<file path="config.mk">
export PLATFORM = sky130hd
export DESIGN_NAME = dac_cmd_i2c_rx
export DESIGN_NICKNAME = d
export VERILOG_FILES = /design/src/rtl/dac_cmd_pkg.sv /design/src/rtl/dac_bus_sync.sv /design/src/rtl/dac_frame_rx.sv /design/src/rtl/dac_word_pick.sv /design/src/rtl/dac_cmd_i2c_rx.sv
export SDC_FILE = /design/constraint.sdc
export NUM_CORES = 1
export LEC_CHECK = 0
export BUFFER_PORTS_ARGS = -buffer_cell sky130_fd_sc_hd__buf_2
export CAP_MARGIN = 20
export CORE_ASPECT_RATIO = 0.8
export CORE_MARGIN = 4
export CORE_UTILIZATION = 53
export DETAILED_ROUTE_END_ITERATION = 8
export PLACE_DENSITY = 0.77
export SLEW_MARGIN = 30
export SYNTH_ARGS = -nofsm -noshare
export SYNTH_HDL_FRONTEND = slang
export SYNTH_HIERARCHICAL = 1
export SYNTH_SLANG_ARGS = --single-unit
</file>
<file path="constraint.sdc">
create_clock -name clk -period 1.57 [get_ports clk]
set_input_delay 0 -clock clk [delete_from_list [all_inputs] [get_ports clk]]
set_output_delay 0 -clock clk [all_outputs]
set_load 0.02 [all_outputs]
</file>
<file path="src/rtl/dac_cmd_pkg.sv">
package dac_cmd_pkg;

    localparam int BYTE_W      = 8;
    localparam int NIB_W       = 4;
    localparam int WORD_W      = 16;
    localparam int DEV_ADDR_W  = 7;
    localparam int FRAME_BYTES = 3;
    localparam int BIT_CNT_W   = $clog2(BYTE_W + 1);
    localparam int BYTE_CNT_W  = $clog2(FRAME_BYTES + 1);

    typedef enum logic [1:0] {
        FR_IDLE,
        FR_ADDR,
        FR_DATA,
        FR_SKIP
    } frame_state_e;

    typedef struct packed {
        logic start;
        logic stop;
        logic scl_rise;
        logic scl_fall;
        logic sda;
    } bus_evt_t;

    typedef struct packed {
        logic [NIB_W-1:0]  op;
        logic [NIB_W-1:0]  chan;
        logic [WORD_W-1:0] word;
    } raw_cmd_t;

    function automatic logic addr_hit(input logic [BYTE_W-1:0] b,
                                      input logic [DEV_ADDR_W-1:0] a);
        return (b[BYTE_W-1:1] == a) && !b[0];
    endfunction

endpackage

</file>
<file path="src/rtl/dac_bus_sync.sv">
module dac_bus_sync
    import dac_cmd_pkg::*;
#(
    parameter int SYNC_STAGES = 2
) (
    input  logic     clk,
    input  logic     rst,
    input  logic     scl_i,
    input  logic     sda_i,
    output bus_evt_t evt_o
);

    logic [SYNC_STAGES-1:0] scl_pipe, sda_pipe;
    logic scl_q, sda_q;
    logic scl_s, sda_s;

    assign scl_s = scl_pipe[SYNC_STAGES-1];
    assign sda_s = sda_pipe[SYNC_STAGES-1];

    always_ff @(posedge clk) begin
        if (rst) begin
            scl_pipe <= '1;
            sda_pipe <= '1;
            scl_q    <= 1'b1;
            sda_q    <= 1'b1;
        end else begin
            scl_pipe <= {scl_pipe[SYNC_STAGES-2:0], scl_i};
            sda_pipe <= {sda_pipe[SYNC_STAGES-2:0], sda_i};
            scl_q    <= scl_s;
            sda_q    <= sda_s;
        end
    end

    always_comb begin
        evt_o.start    = scl_s & scl_q & sda_q & ~sda_s;
        evt_o.stop     = scl_s & scl_q & ~sda_q & sda_s;
        evt_o.scl_rise = scl_s & ~scl_q;
        evt_o.scl_fall = ~scl_s & scl_q;
        evt_o.sda      = sda_s;
    end

endmodule

</file>
<file path="src/rtl/dac_frame_rx.sv">
module dac_frame_rx
    import dac_cmd_pkg::*;
#(
    parameter logic [DEV_ADDR_W-1:0] DEV_ADDR = 7'h2A
) (
    input  logic     clk,
    input  logic     rst,
    input  bus_evt_t evt_i,
    output logic     ack_o,
    output logic     done_o,
    output raw_cmd_t raw_o
);

    localparam logic [BIT_CNT_W-1:0]  LAST_BIT  = BIT_CNT_W'(BYTE_W);
    localparam logic [BYTE_CNT_W-1:0] FULL_CNT  = BYTE_CNT_W'(FRAME_BYTES);

    frame_state_e              state;
    logic [BIT_CNT_W-1:0]      bit_cnt;
    logic [BYTE_CNT_W-1:0]     byte_cnt;
    logic [BYTE_W-1:0]         shreg;
    logic                      ack_on;
    logic                      done_q;
    raw_cmd_t                  raw_q;
    logic                      active;

    assign active = (state == FR_ADDR) || (state == FR_DATA);

    always_ff @(posedge clk) begin
        if (rst) begin
            state    <= FR_IDLE;
            bit_cnt  <= '0;
            byte_cnt <= '0;
            shreg    <= '0;
            ack_on   <= 1'b0;
            done_q   <= 1'b0;
            raw_q    <= '0;
        end else begin
            done_q <= 1'b0;
            if (evt_i.start) begin
                state    <= FR_ADDR;
                bit_cnt  <= '0;
                byte_cnt <= '0;
                ack_on   <= 1'b0;
            end else if (evt_i.stop) begin
                // the stop's own SCL rise may have clocked in at most one bit
                if (state == FR_DATA && byte_cnt == FULL_CNT && !ack_on &&
                    bit_cnt <= BIT_CNT_W'(1))
                    done_q <= 1'b1;
                state  <= FR_IDLE;
                ack_on <= 1'b0;
            end else if (active) begin
                if (evt_i.scl_rise && !ack_on && bit_cnt < LAST_BIT) begin
                    shreg   <= {shreg[BYTE_W-2:0], evt_i.sda};
                    bit_cnt <= bit_cnt + 1'b1;
                end else if (evt_i.scl_fall) begin
                    if (ack_on) begin
                        ack_on  <= 1'b0;
                        bit_cnt <= '0;
                        if (state == FR_ADDR) state <= FR_DATA;
                    end else if (bit_cnt == LAST_BIT) begin
                        if (state == FR_ADDR) begin
                            if (addr_hit(shreg, DEV_ADDR)) ack_on <= 1'b1;
                            else                           state  <= FR_SKIP;
                        end else if (byte_cnt == FULL_CNT) begin
                            state <= FR_SKIP;
                        end else begin
                            ack_on   <= 1'b1;
                            byte_cnt <= byte_cnt + 1'b1;
                            case (byte_cnt)
                                BYTE_CNT_W'(0): begin
                                    raw_q.op   <= shreg[BYTE_W-1:NIB_W];
                                    raw_q.chan <= shreg[NIB_W-1:0];
                                end
                                BYTE_CNT_W'(1): raw_q.word[WORD_W-1:BYTE_W] <= shreg;
                                default:        raw_q.word[BYTE_W-1:0]      <= shreg;
                            endcase
                        end
                    end
                end
            end
        end
    end

    assign ack_o  = ack_on;
    assign done_o = done_q;
    assign raw_o  = raw_q;

endmodule

</file>
<file path="src/rtl/dac_word_pick.sv">
module dac_word_pick
    import dac_cmd_pkg::*;
#(
    parameter int RES = 12
) (
    input  logic [WORD_W-1:0] word_i,
    output logic [RES-1:0]    value_o
);

    generate
        if (RES == 12 || RES == 10 || RES == 8) begin : g_ok
            assign value_o = word_i[WORD_W-1 -: RES];
        end else begin : g_bad
            $error("dac_word_pick: RES must be 8, 10 or 12");
            assign value_o = '0;
        end
    endgenerate

endmodule

</file>
<file path="src/rtl/dac_cmd_i2c_rx.sv">
module dac_cmd_i2c_rx
    import dac_cmd_pkg::*;
#(
    parameter logic [6:0] DEV_ADDR    = 7'h2A,
    parameter int         RES         = 12,
    parameter int         SYNC_STAGES = 2
) (
    input  logic           clk,
    input  logic           rst,
    input  logic           scl_i,
    input  logic           sda_i,
    output logic           sda_pull_o,
    output logic           cmd_valid_o,
    output logic [3:0]     cmd_o,
    output logic [3:0]     chan_o,
    output logic [RES-1:0] data_o
);

    bus_evt_t       evt;
    raw_cmd_t       raw;
    logic           done;
    logic [RES-1:0] value;

    dac_bus_sync #(.SYNC_STAGES(SYNC_STAGES)) sync_i (
        .clk   (clk),
        .rst   (rst),
        .scl_i (scl_i),
        .sda_i (sda_i),
        .evt_o (evt)
    );

    dac_frame_rx #(.DEV_ADDR(DEV_ADDR)) frame_i (
        .clk    (clk),
        .rst    (rst),
        .evt_i  (evt),
        .ack_o  (sda_pull_o),
        .done_o (done),
        .raw_o  (raw)
    );

    dac_word_pick #(.RES(RES)) pick_i (
        .word_i  (raw.word),
        .value_o (value)
    );

    always_ff @(posedge clk) begin
        if (rst) begin
            cmd_valid_o <= 1'b0;
            cmd_o       <= '0;
            chan_o      <= '0;
            data_o      <= '0;
        end else begin
            cmd_valid_o <= done;
            if (done) begin
                cmd_o  <= raw.op;
                chan_o <= raw.chan;
                data_o <= value;
            end
        end
    end

endmodule

</file>
==> impl_metrics.json, run 1 <==
{
  "status": "finished with violations",
  "failed_checks": "negative setup slack",
  "cp.arrival_ns": 1.89,
  "drt_iter0_drc": 69,
  "slew_violations": 0,
  "peakVddDrop_uv": 738,
  "drive_gt1_share_pct": 33.8,
  "antenna_found_initial": 0,
  "gp_congestion": 0.801,
  "coreArea_sq_um": 5060,
  "post_drt_wl_per_cell_um": 14.6,
  "timing.final.ws_setup_ns": -0.104,
  "criticalPathCategory": "flop to flop",
  "hold_depth": 2,
  "cts_root_buffer": "clkbuf_8",
  "viasPerCell": 5.13,
  "fmax_mhz": 597,
  "p_per_area_nw_per_um2": 925,
  "synth.avg_cell_area_sq_um": 10.5,
  "power_leakage_nw": 1.46,
  "syn_area_sq_um": 2810,
  "worst_ep_required_time_ns": 1.79,
  "cp_max_fo": 8,
  "min_path_type": "input port to flop",
  "syn_to_final_growth_pct": 20.2,
  "hold_viol": 0,
  "dr.pass1.iters": 4,
  "dieArea_sq_um": 6540,
  "synth_nets": 280,
  "start_util_pct": 55.5,
  "htreeDepth": 3,
  "grt_pass1_vias": 1902,
  "slew_headroom_pct": 75.3,
  "yosysWarnings": 6,
  "cts_tree": "done",
  "layout_min_cycle_time_ns": 1.67,
  "fin_nets": 321,
  "skew_ns": 0.00580,
  "grt_max_degree": 26,
  "rsz0062_at_grt": "yes",
  "numCtsBuffers": 9,
  "maxCapViolCount": 0,
  "postRouteAntennaNets": 0,
  "rows": 23,
  "grt_overflow": 0,
  "track_usage_pct": 18.5,
  "grt_first_pass_wirelength_mm": 8.95,
  "clk_latency_ns": 0.34,
  "drt_wl_total_mm": 5.47,
  "fin_crit_sh_pct": 107,
  "vias": 1929,
  "clk_path_buf_depth": 2,
  "fp.dieW_um": 89.4,
  "fin_util_pct": 66.7,
  "setup_viol": 20,
  "portBuffers": 25,
  "n_antenna_cell": 0,
  "worst_setup_path_start_kind": "flop",
  "fin_setup_tns_ns": -1.41,
  "drc_errors": 0,
  "num_io_pins": 26,
  "end_kind": "flop",
  "fill_cells": 400,
  "cts.sinks": 65,
  "r2r_cells": 5,
  "cts.clk_slew.worst_paths_ns": 0.07,
  "die_y_um": 73.1,
  "worstMarginPinSlew_ns": 0.368,
  "syn_inst": 268,
  "dp_hpwl_mm": 3.62
}
## critical path, cell delays in order, from the launching register on
cell and delay [ns]:
dfxtp_2 0.34, and4b_2 0.27, nor4_4 0.36, nand4_4 0.29
mux2i_1 0.24, nor2_1 0.06
## metrics by stage
step / hold slack [ns] / cell area, sq um / power [mW] / std cells / setup slack, ns
after floorplan: 0.0716 / 2820 / 1.79 / 268 / -0.0528
after global placement: 0.180 / 3050 / 1.85 / 357 / -0.0253
after detailed placement: 0.184 / 3050 / 1.85 / 357 / -0.0949
after CTS: 0.0235 / 3300 / 3.15 / 376 / -0.0964
after global routing: 0.0438 / 3380 / 3.26 / 376 / -0.183
final: 0.0340 / 3380 / 3.12 / 376 / -0.104
## metal layers
layer | GRT usage, % | wire [um] | vias to the layer above
met3 | 7.79 | 236 | 5
li1 | - | - | 977
met2 | 28.4 | 2500 | 32
met5 | 0 | 0 | -
met4 | 6.45 | 67 | 0
met1 | 23.4 | 2670 | 915
## worst paths after layout
path         slack, ns                             end                          start
max              -0.10  frame_i/raw_o[19]$_SDFFE_PP0P_  sync_i/sda_pipe[1]$_SDFF_PP1_
min               0.03   frame_i/shreg[1]$_SDFFE_PP0P_                            rst
max reg2reg      -0.10  frame_i/raw_o[19]$_SDFFE_PP0P_  sync_i/sda_pipe[1]$_SDFF_PP1_
min reg2reg       0.41   sync_i/sda_pipe[1]$_SDFF_PP1_  sync_i/sda_pipe[0]$_SDFF_PP1_
## where the power goes
group | total [mW] | internal, mW | switching, mW | leakage (nW)
logic | 0.188 | 0.0926 | 0.0954 | 0.846
registers | 1.67 | 1.66 | 0.00714 | 0.526
clock network | 1.27 | 0.649 | 0.619 | 0.0911
total | 3.12 | 2.40 | 0.722 | 1.46
## cell type report
| type | instances | area [sq um] | share of cell area (%) |
|---|---|---|---|
| flip-flops and latches | 65 | 1310 | 38.7 |
| multi-input cells | 169 | 1390 | 41.1 |
| well taps | 62 | 77.6 | 2.30 |
| clock inverters | 5 | 30.0 | 0.889 |
| repair buffers | 57 | 398 | 11.8 |
| inverters | 7 | 26.3 | 0.778 |
| clock buffers | 11 | 151 | 4.48 |
## timing repair
action | in CTS | in global routing
resized for setup | 10 | 24
hold endpoints to repair | 2 | 0
hold buffers | 2 | 0
pin swaps | 5 | 10
setup buffers | 1 | 0
setup endpoints to repair | 31 | 33
## cells in the final DEF, fill, tap and decap left out, drive strengths merged, types with 2 or more instances in the layout
cell and instances:
nor2 56, inv 7, clkbuf 11, and4b 2, clkinvlp 2, a21oi 5, nand2b 2, dfxtp 65
nor3 2, and2 4, o21ai 3, dlygate4sd3 2, mux2i 50, nand4b 2, nand2 2, xnor2 2
nor4 3, clkinv 3, ha 8, nor2b 4, and3 2, or2 7, nand4 3, buf 55
## flip-flops by register name (all words and copies together) (netlist names), 2 cells and up
register and cells:
cmd_o 4, frame_i/state 2, frame_i/raw_o 20, frame_i/bit_cnt 4, data_o 12, chan_o 4
frame_i/byte_cnt 2, frame_i/shreg 8, sync_i/scl_pipe 2, sync_i/sda_pipe 2
(Power assumes the default switching activity.)
==> run 2, diff against run 1 <==
--- a/config.mk
+++ b/config.mk
@@ -5,13 +5,14 @@
 export SDC_FILE = /design/constraint.sdc
 export NUM_CORES = 1
 export LEC_CHECK = 0
+export ABC_AREA = 1
 export BUFFER_PORTS_ARGS = -buffer_cell sky130_fd_sc_hd__buf_2
-export CAP_MARGIN = 20
+export CAP_MARGIN = 25
 export CORE_ASPECT_RATIO = 0.8
 export CORE_MARGIN = 4
-export CORE_UTILIZATION = 53
+export CORE_UTILIZATION = 54
 export DETAILED_ROUTE_END_ITERATION = 8
-export PLACE_DENSITY = 0.77
+export PLACE_DENSITY = 0.78
 export SLEW_MARGIN = 30
 export SYNTH_ARGS = -nofsm -noshare
 export SYNTH_HDL_FRONTEND = slang
==> run 2 against run 1 <==
The flow still finishes with violations (negative setup slack). Via count up 34%. Clock skew grew 0.0034 ns. Cell area rose by 10%. Global-route usage is 0.33 points higher. Cell count is 49% higher. Setup slack better by 0.032 ns. Synthesized cell count increased by 65%. Maximum frequency grew 2.0%. Clock-buffer cell count increased by 1. Worst hold slack better by 0.35 ns. Largest power group unchanged.
==> impl_metrics.json, run 2 <==
{
  "status": "finished with violations",
  "failed_checks": "negative setup slack",
  "syn_area_sq_um": 3110,
  "final_common_cell": "inv_1",
  "maxCapViolCount": 0,
  "final_cell_mix": "inv_1 (79), nand2_1 (77), nor2_1 (72), dfxtp_1 (60), buf_2 (25)",
  "grt_overflow": 0,
  "slew_violations": 0,
  "slew_headroom_pct": 57.3,
  "fin_nets": 489,
  "pwr-share-clk_pct": 39.9,
  "cp_max_fo": 8,
  "syn_inst": 441,
  "rows": 24,
  "cts_root_buffer": "clkbuf_8",
  "drt_iter0_drc": 174,
  "skew_ns": 0.00923,
  "die_y_um": 75.9,
  "grt_max_degree": 42,
  "largest_reg_flops": 20,
  "timing.final.ws_setup_ns": -0.0714,
  "fp.dieW_um": 92.9,
  "synth.avg_cell_area_sq_um": 7.06,
  "portBuffers": 25,
  "worst_ep_required_time_ns": 1.81,
  "cp.arrival_ns": 1.88,
  "p_per_area_nw_per_um2": 803,
  "antenna_found_initial": 0,
  "grt_pass1_vias": 2407,
  "dr.pass1.iters": 4,
  "setup_viol": 16,
  "drt_wl_total_mm": 6.40,
  "cts.sinks": 65,
  "criticalPathCategory": "flop to flop",
  "end_kind": "flop",
  "p_sw_share_pct": 22.8,
  "fin_crit_sh_pct": 105,
  "gp_congestion": 0.896,
  "postRouteAntennaNets": 0,
  "post_drt_wl_per_cell_um": 11.4,
  "power_frac_comb_pct": 4.6,
  "yosysWarnings": 6,
  "peakVddDrop_uv": 573,
  "track_usage_pct": 18.8,
  "cts.clk_slew.worst_paths_ns": 0.07,
  "power_leakage_nw": 1.73,
  "coreArea_sq_um": 5530,
  "rsz0062_at_grt": "yes",
  "dp_hpwl_mm": 4.01,
  "final_cells": 559,
  "p_int_mw": 2.31,
  "viasPerCell": 4.63,
  "finalInstanceArea_sq_um": 3730,
  "worstPathCellList": "inv_2, nor2_2, nand2_2, nor2_2, buf_6, nor3_4, buf_6, nand3_4, buf_12, o21ai_2, nor2_1",
  "start_util_pct": 56.4,
  "syn_to_final_growth_pct": 19.8,
  "htreeDepth": 3,
  "hold_ws_ns": 0.384,
  "place_area_sq_um": 3240,
  "numCtsBuffers": 9,
  "n_antenna_cell": 0,
  "power_frac_seq_pct": 55.5,
  "min_path_type": "input port to flop",
  "dieArea_sq_um": 7050,
  "dpl.cell_count": 533,
  "worst_setup_path_start_kind": "flop",
  "cts_tree": "done",
  "worstMarginPinSlew_ns": 0.640,
  "clk_path_buf_depth": 2,
  "synth_nets": 453,
  "drc_errors": 0,
  "fmax_mhz": 609,
  "clk_latency_ns": 0.34,
  "grt_first_pass_wirelength_mm": 10.6,
  "num_io_pins": 26,
  "p_total_mw": 2.99,
  "layout_min_cycle_time_ns": 1.64,
  "hold_viol": 0,
  "cpMaxStageDelayCell": "dfxtp_4",
  "drive_gt1_share_pct": 28.1,
  "cp_slowest_stage_delay_ns": 0.36,
  "switching_power_mw": 0.683,
  "vias": 2589
}
-- run 2: final timing paths --
kind                                  from                             end  slack, ns  cells past startpoint
max reg2reg  sync_i/scl_pipe[1]$_SDFF_PP1_  frame_i/raw_o[13]$_SDFFE_PP0P_      -0.07                     11
min reg2reg  sync_i/sda_pipe[0]$_SDFF_PP1_   sync_i/sda_pipe[1]$_SDFF_PP1_       0.41                      1
max          sync_i/scl_pipe[1]$_SDFF_PP1_  frame_i/raw_o[13]$_SDFFE_PP0P_      -0.07                     11
min                                  scl_i   sync_i/scl_pipe[0]$_SDFF_PP1_       0.38                      3
-- run 2: metrics by stage --
step	setup slack [ns]	util [%]	setup TNS, ns
finish	-0.0714	67.5	-0.616
CTS	-0.00252	65.7	-0.00647
global placement	-0.0292	58.6	-0.131
detailed placement	-0.0587	58.6	-1.05
floorplan	0.00878	-	0
global route	-0.132	67.5	-1.95
-- run 2: power groups by stage --
stage | logic (mW) | clock network, mW | registers (mW)
2_1_floorplan | 0.0793 | 0 | 1.70
3_3_place_gp | 0.103 | 0 | 1.70
3_5_place_dp | 0.106 | 0 | 1.70
4_1_cts | 0.127 | 1.24 | 1.66
5_1_grt | 0.151 | 1.31 | 1.66
6_report | 0.137 | 1.20 | 1.66
-- run 2: critical path, delay by kind of cell (launching register included) --
kind / cells / cell delay, ns
compound gates: 1 / 0.12
flops: 1 / 0.36
simple gates: 6 / 0.54
buf+inv: 4 / 0.51
-- run 2: timing repair --
item | CTS | global route
endpoints found under the hold margin | 9 | 0
gates resized for setup | 33 | 32
gates cloned | 2 | 0
hold buffers | 3 | 0
setup endpoints to repair | 24 | 37
pin swaps | 7 | 14
buffers inserted | 5 | 1
-- run 2: area by class of cell --
type,instances,area [sq um]
well taps,78,97.6
clock buffers,12,145
repair buffers,52,415
inverters,88,337
clock inverters,3,17.5
multi-input cells,261,1410
fillers,474,1790
flip-flops and latches,65,1310
-- run 2: per-layer routing --
| layer | share of wire, % | vias to the layer above | global-route usage (%) |
|---|---|---|---|
| met4 | 1.7 | 0 | 10.1 |
| li1 | - | 1361 | - |
| met3 | 6.3 | 12 | 5.84 |
| met5 | 0 | - | 0 |
| met2 | 48 | 80 | 29.4 |
| met1 | 44 | 1136 | 23.1 |
==> run 3, diff against run 2 <==
--- a/config.mk
+++ b/config.mk
@@ -13,6 +13,7 @@
 export CORE_UTILIZATION = 54
 export DETAILED_ROUTE_END_ITERATION = 8
 export PLACE_DENSITY = 0.78
+export SKIP_CTS_REPAIR_TIMING = 1
 export SLEW_MARGIN = 30
 export SYNTH_ARGS = -nofsm -noshare
 export SYNTH_HDL_FRONTEND = slang
==> run 3 against run 2 <==
The run still ends with negative setup slack left. Cell count decreased by 0.54%. Largest power group unchanged. Worst hold slack worse by 0.0061 ns. Core utilization decreased by 0.75 points. Cell area decreased by 1.1%. Register-to-register slack got worse by 0.03 ns. Global-route usage down 1.5 points. Combinational power fell by 3%. Via count grew 1.0%.
==> impl_metrics.json, run 3 (synthesis results as in run 2) <==
{
  "cp_slowest_stage_delay_ns": 0.35,
  "start_util_pct": 56.4,
  "viasPerCell": 4.70,
  "rsz0062_at_grt": "yes",
  "place_ws_ns": -0.0587,
  "final_common_cell": "inv_1",
  "maxCapViolCount": 0,
  "hold_depth": 3,
  "min_path_type": "input port to flop",
  "track_usage_pct": 17.3,
  "cp_max_fo": 8,
  "dp_hpwl_mm": 4.01,
  "hold_viol": 0,
  "cp.arrival_ns": 1.93,
  "dieArea_sq_um": 7050,
  "grt_pass1_vias": 2236,
  "worstPathCellList": "inv_1, nor2_1, nand2_4, nor3_4, nand3_4, clkbuf_16, o21ai_2, nor2_1",
  "coreArea_sq_um": 5530,
  "place_area_sq_um": 3240,
  "multi_input_area_sq_um": 1410,
  "slew_headroom_pct": 54.3,
  "clk_latency_ns": 0.35,
  "switching_power_mw": 0.700,
  "fill_cells": 477,
  "cp.depth": 8,
  "startpoint": "sync_i/scl_q$_SDFF_PP1_",
  "fin_crit_sh_pct": 107,
  "peakVddDrop_uv": 575,
  "portBuffers": 25,
  "die_y_um": 75.9,
  "failed_checks": "negative setup slack",
  "postRouteAntennaNets": 0,
  "hold_start": "sda_i",
  "setup_viol": 17,
  "drt_wl_total_mm": 6.53,
  "htreeDepth": 3,
  "vias": 2615,
  "fmax_mhz": 597,
  "p_int_mw": 2.31,
  "worst_ep_required_time_ns": 1.82,
  "final_cell_mix": "inv_1 (80), nor2_1 (76), nand2_1 (76), dfxtp_1 (61), buf_2 (25)",
  "cts.sinks": 65,
  "slew_violations": 0,
  "layout_min_cycle_time_ns": 1.68,
  "criticalPathCategory": "flop to flop",
  "antenna_found_initial": 0,
  "syn_to_final_growth_pct": 18.5,
  "end_kind": "flop",
  "timing.final.ws_setup_ns": -0.106,
  "dr.pass1.iters": 5,
  "post_drt_wl_per_cell_um": 11.7,
  "grt_first_pass_wirelength_mm": 9.78,
  "fp.dieW_um": 92.9,
  "status": "finished with violations",
  "num_io_pins": 26,
  "regArea_sq_um": 1310,
  "cts_root_buffer": "clkbuf_8",
  "p_sw_share_pct": 23.2,
  "rows": 24,
  "power_frac_comb_pct": 4.4,
  "worst_setup_path_start_kind": "flop",
  "largest_reg_flops": 20,
  "cts_tree": "done",
  "grt_max_degree": 42,
  "hold_ws_ns": 0.378,
  "reg2reg_from": "sync_i/scl_q$_SDFF_PP1_",
  "power_frac_seq_pct": 55.2,
  "pwr-share-clk_pct": 40.3,
  "finalInstanceArea_sq_um": 3690,
  "p_total_mw": 3.01,
  "crit_buf_inv": 2,
  "skew_ns": 0.0133,
  "n_antenna_cell": 0,
  "worstMarginPinSlew_ns": 0.685,
  "clk_path_buf_depth": 2,
  "r2r_cells": 8,
  "p_per_area_nw_per_um2": 816,
  "cpMaxStageDelayCell": "dfxtp_1",
  "cpMostUsedCell": "nor2_1",
  "drc_errors": 0,
  "grt_overflow": 0,
  "cts.clk_slew.worst_paths_ns": 0.07,
  "power_leakage_nw": 1.72,
  "drt_iter0_drc": 174,
  "drive_gt1_share_pct": 27.0,
  "fin_nets": 486,
  "gp_congestion": 0.896,
  "numCtsBuffers": 9,
  "crit_family": "simple AND/OR/NAND/NOR gates"
}
[run 3: changes by cell type in the layout (fill, tap and decap cells not counted), moves of 2 or more]
cell,previous run,this run
o21ai_2,12,15
nor2_2,10,7
buf_6,4,0
clkbuf_16,0,2
nor2_1,72,76
buf_16,2,0
o21ai_1,7,4
[run 3: final timing paths]
| path | slack [ns] | to |
|---|---|---|
| max | -0.11 | frame_i/raw_o[22]$_SDFFE_PP0P_ |
| min | 0.38 | sync_i/sda_pipe[0]$_SDFF_PP1_ |
| max reg2reg | -0.11 | frame_i/raw_o[22]$_SDFFE_PP0P_ |
| min reg2reg | 0.41 | sync_i/sda_pipe[1]$_SDFF_PP1_ |
[run 3: worst register-to-register path, cell delays in order, from the launching register on]
cell	delay, ns
dfxtp_1	0.35
inv_1	0.05
nor2_1	0.22
nand2_4	0.11
nor3_4	0.32
nand3_4	0.15
clkbuf_16	0.20
o21ai_2	0.12
nor2_1	0.06
[run 3: power groups by stage]
stage	clock network [mW]	logic [mW]	registers (mW)
2_1_floorplan	0	0.0793	1.70
3_3_place_gp	0	0.103	1.70
3_5_place_dp	0	0.106	1.70
4_1_cts	1.24	0.106	1.66
5_1_grt	1.32	0.148	1.66
6_report	1.21	0.133	1.66
[run 3: cell type report]
| class | count | area share, % |
|---|---|---|
| flip-flops and latches | 65 | 35.4 |
| multi-input cells | 261 | 38.1 |
| well taps | 78 | 2.64 |
| repair buffers | 49 | 10.4 |
| clock inverters | 3 | 0.475 |
| inverters | 88 | 9.02 |
| clock buffers | 12 | 3.93 |
[run 3: routing by layer]
layer	part of all wire, %	track usage (%)	up-vias
li1	-	-	1358
met1	43	21.6	1153
met2	48	26.5	85
met3	6.7	5.74	19
met4	2.2	9.08	0
met5	0	0	-
[run 3: through the flow]
step | setup TNS (ns) | util, % | std cells
6_report | -1.21 | 66.8 | 556
5_1_grt | -2.76 | 66.8 | 556
4_1_cts | -1.08 | 61.5 | 548
3_5_place_dp | -1.05 | 58.6 | 533
3_3_place_gp | -0.131 | 58.6 | 533
2_1_floorplan | 0 | - | 441
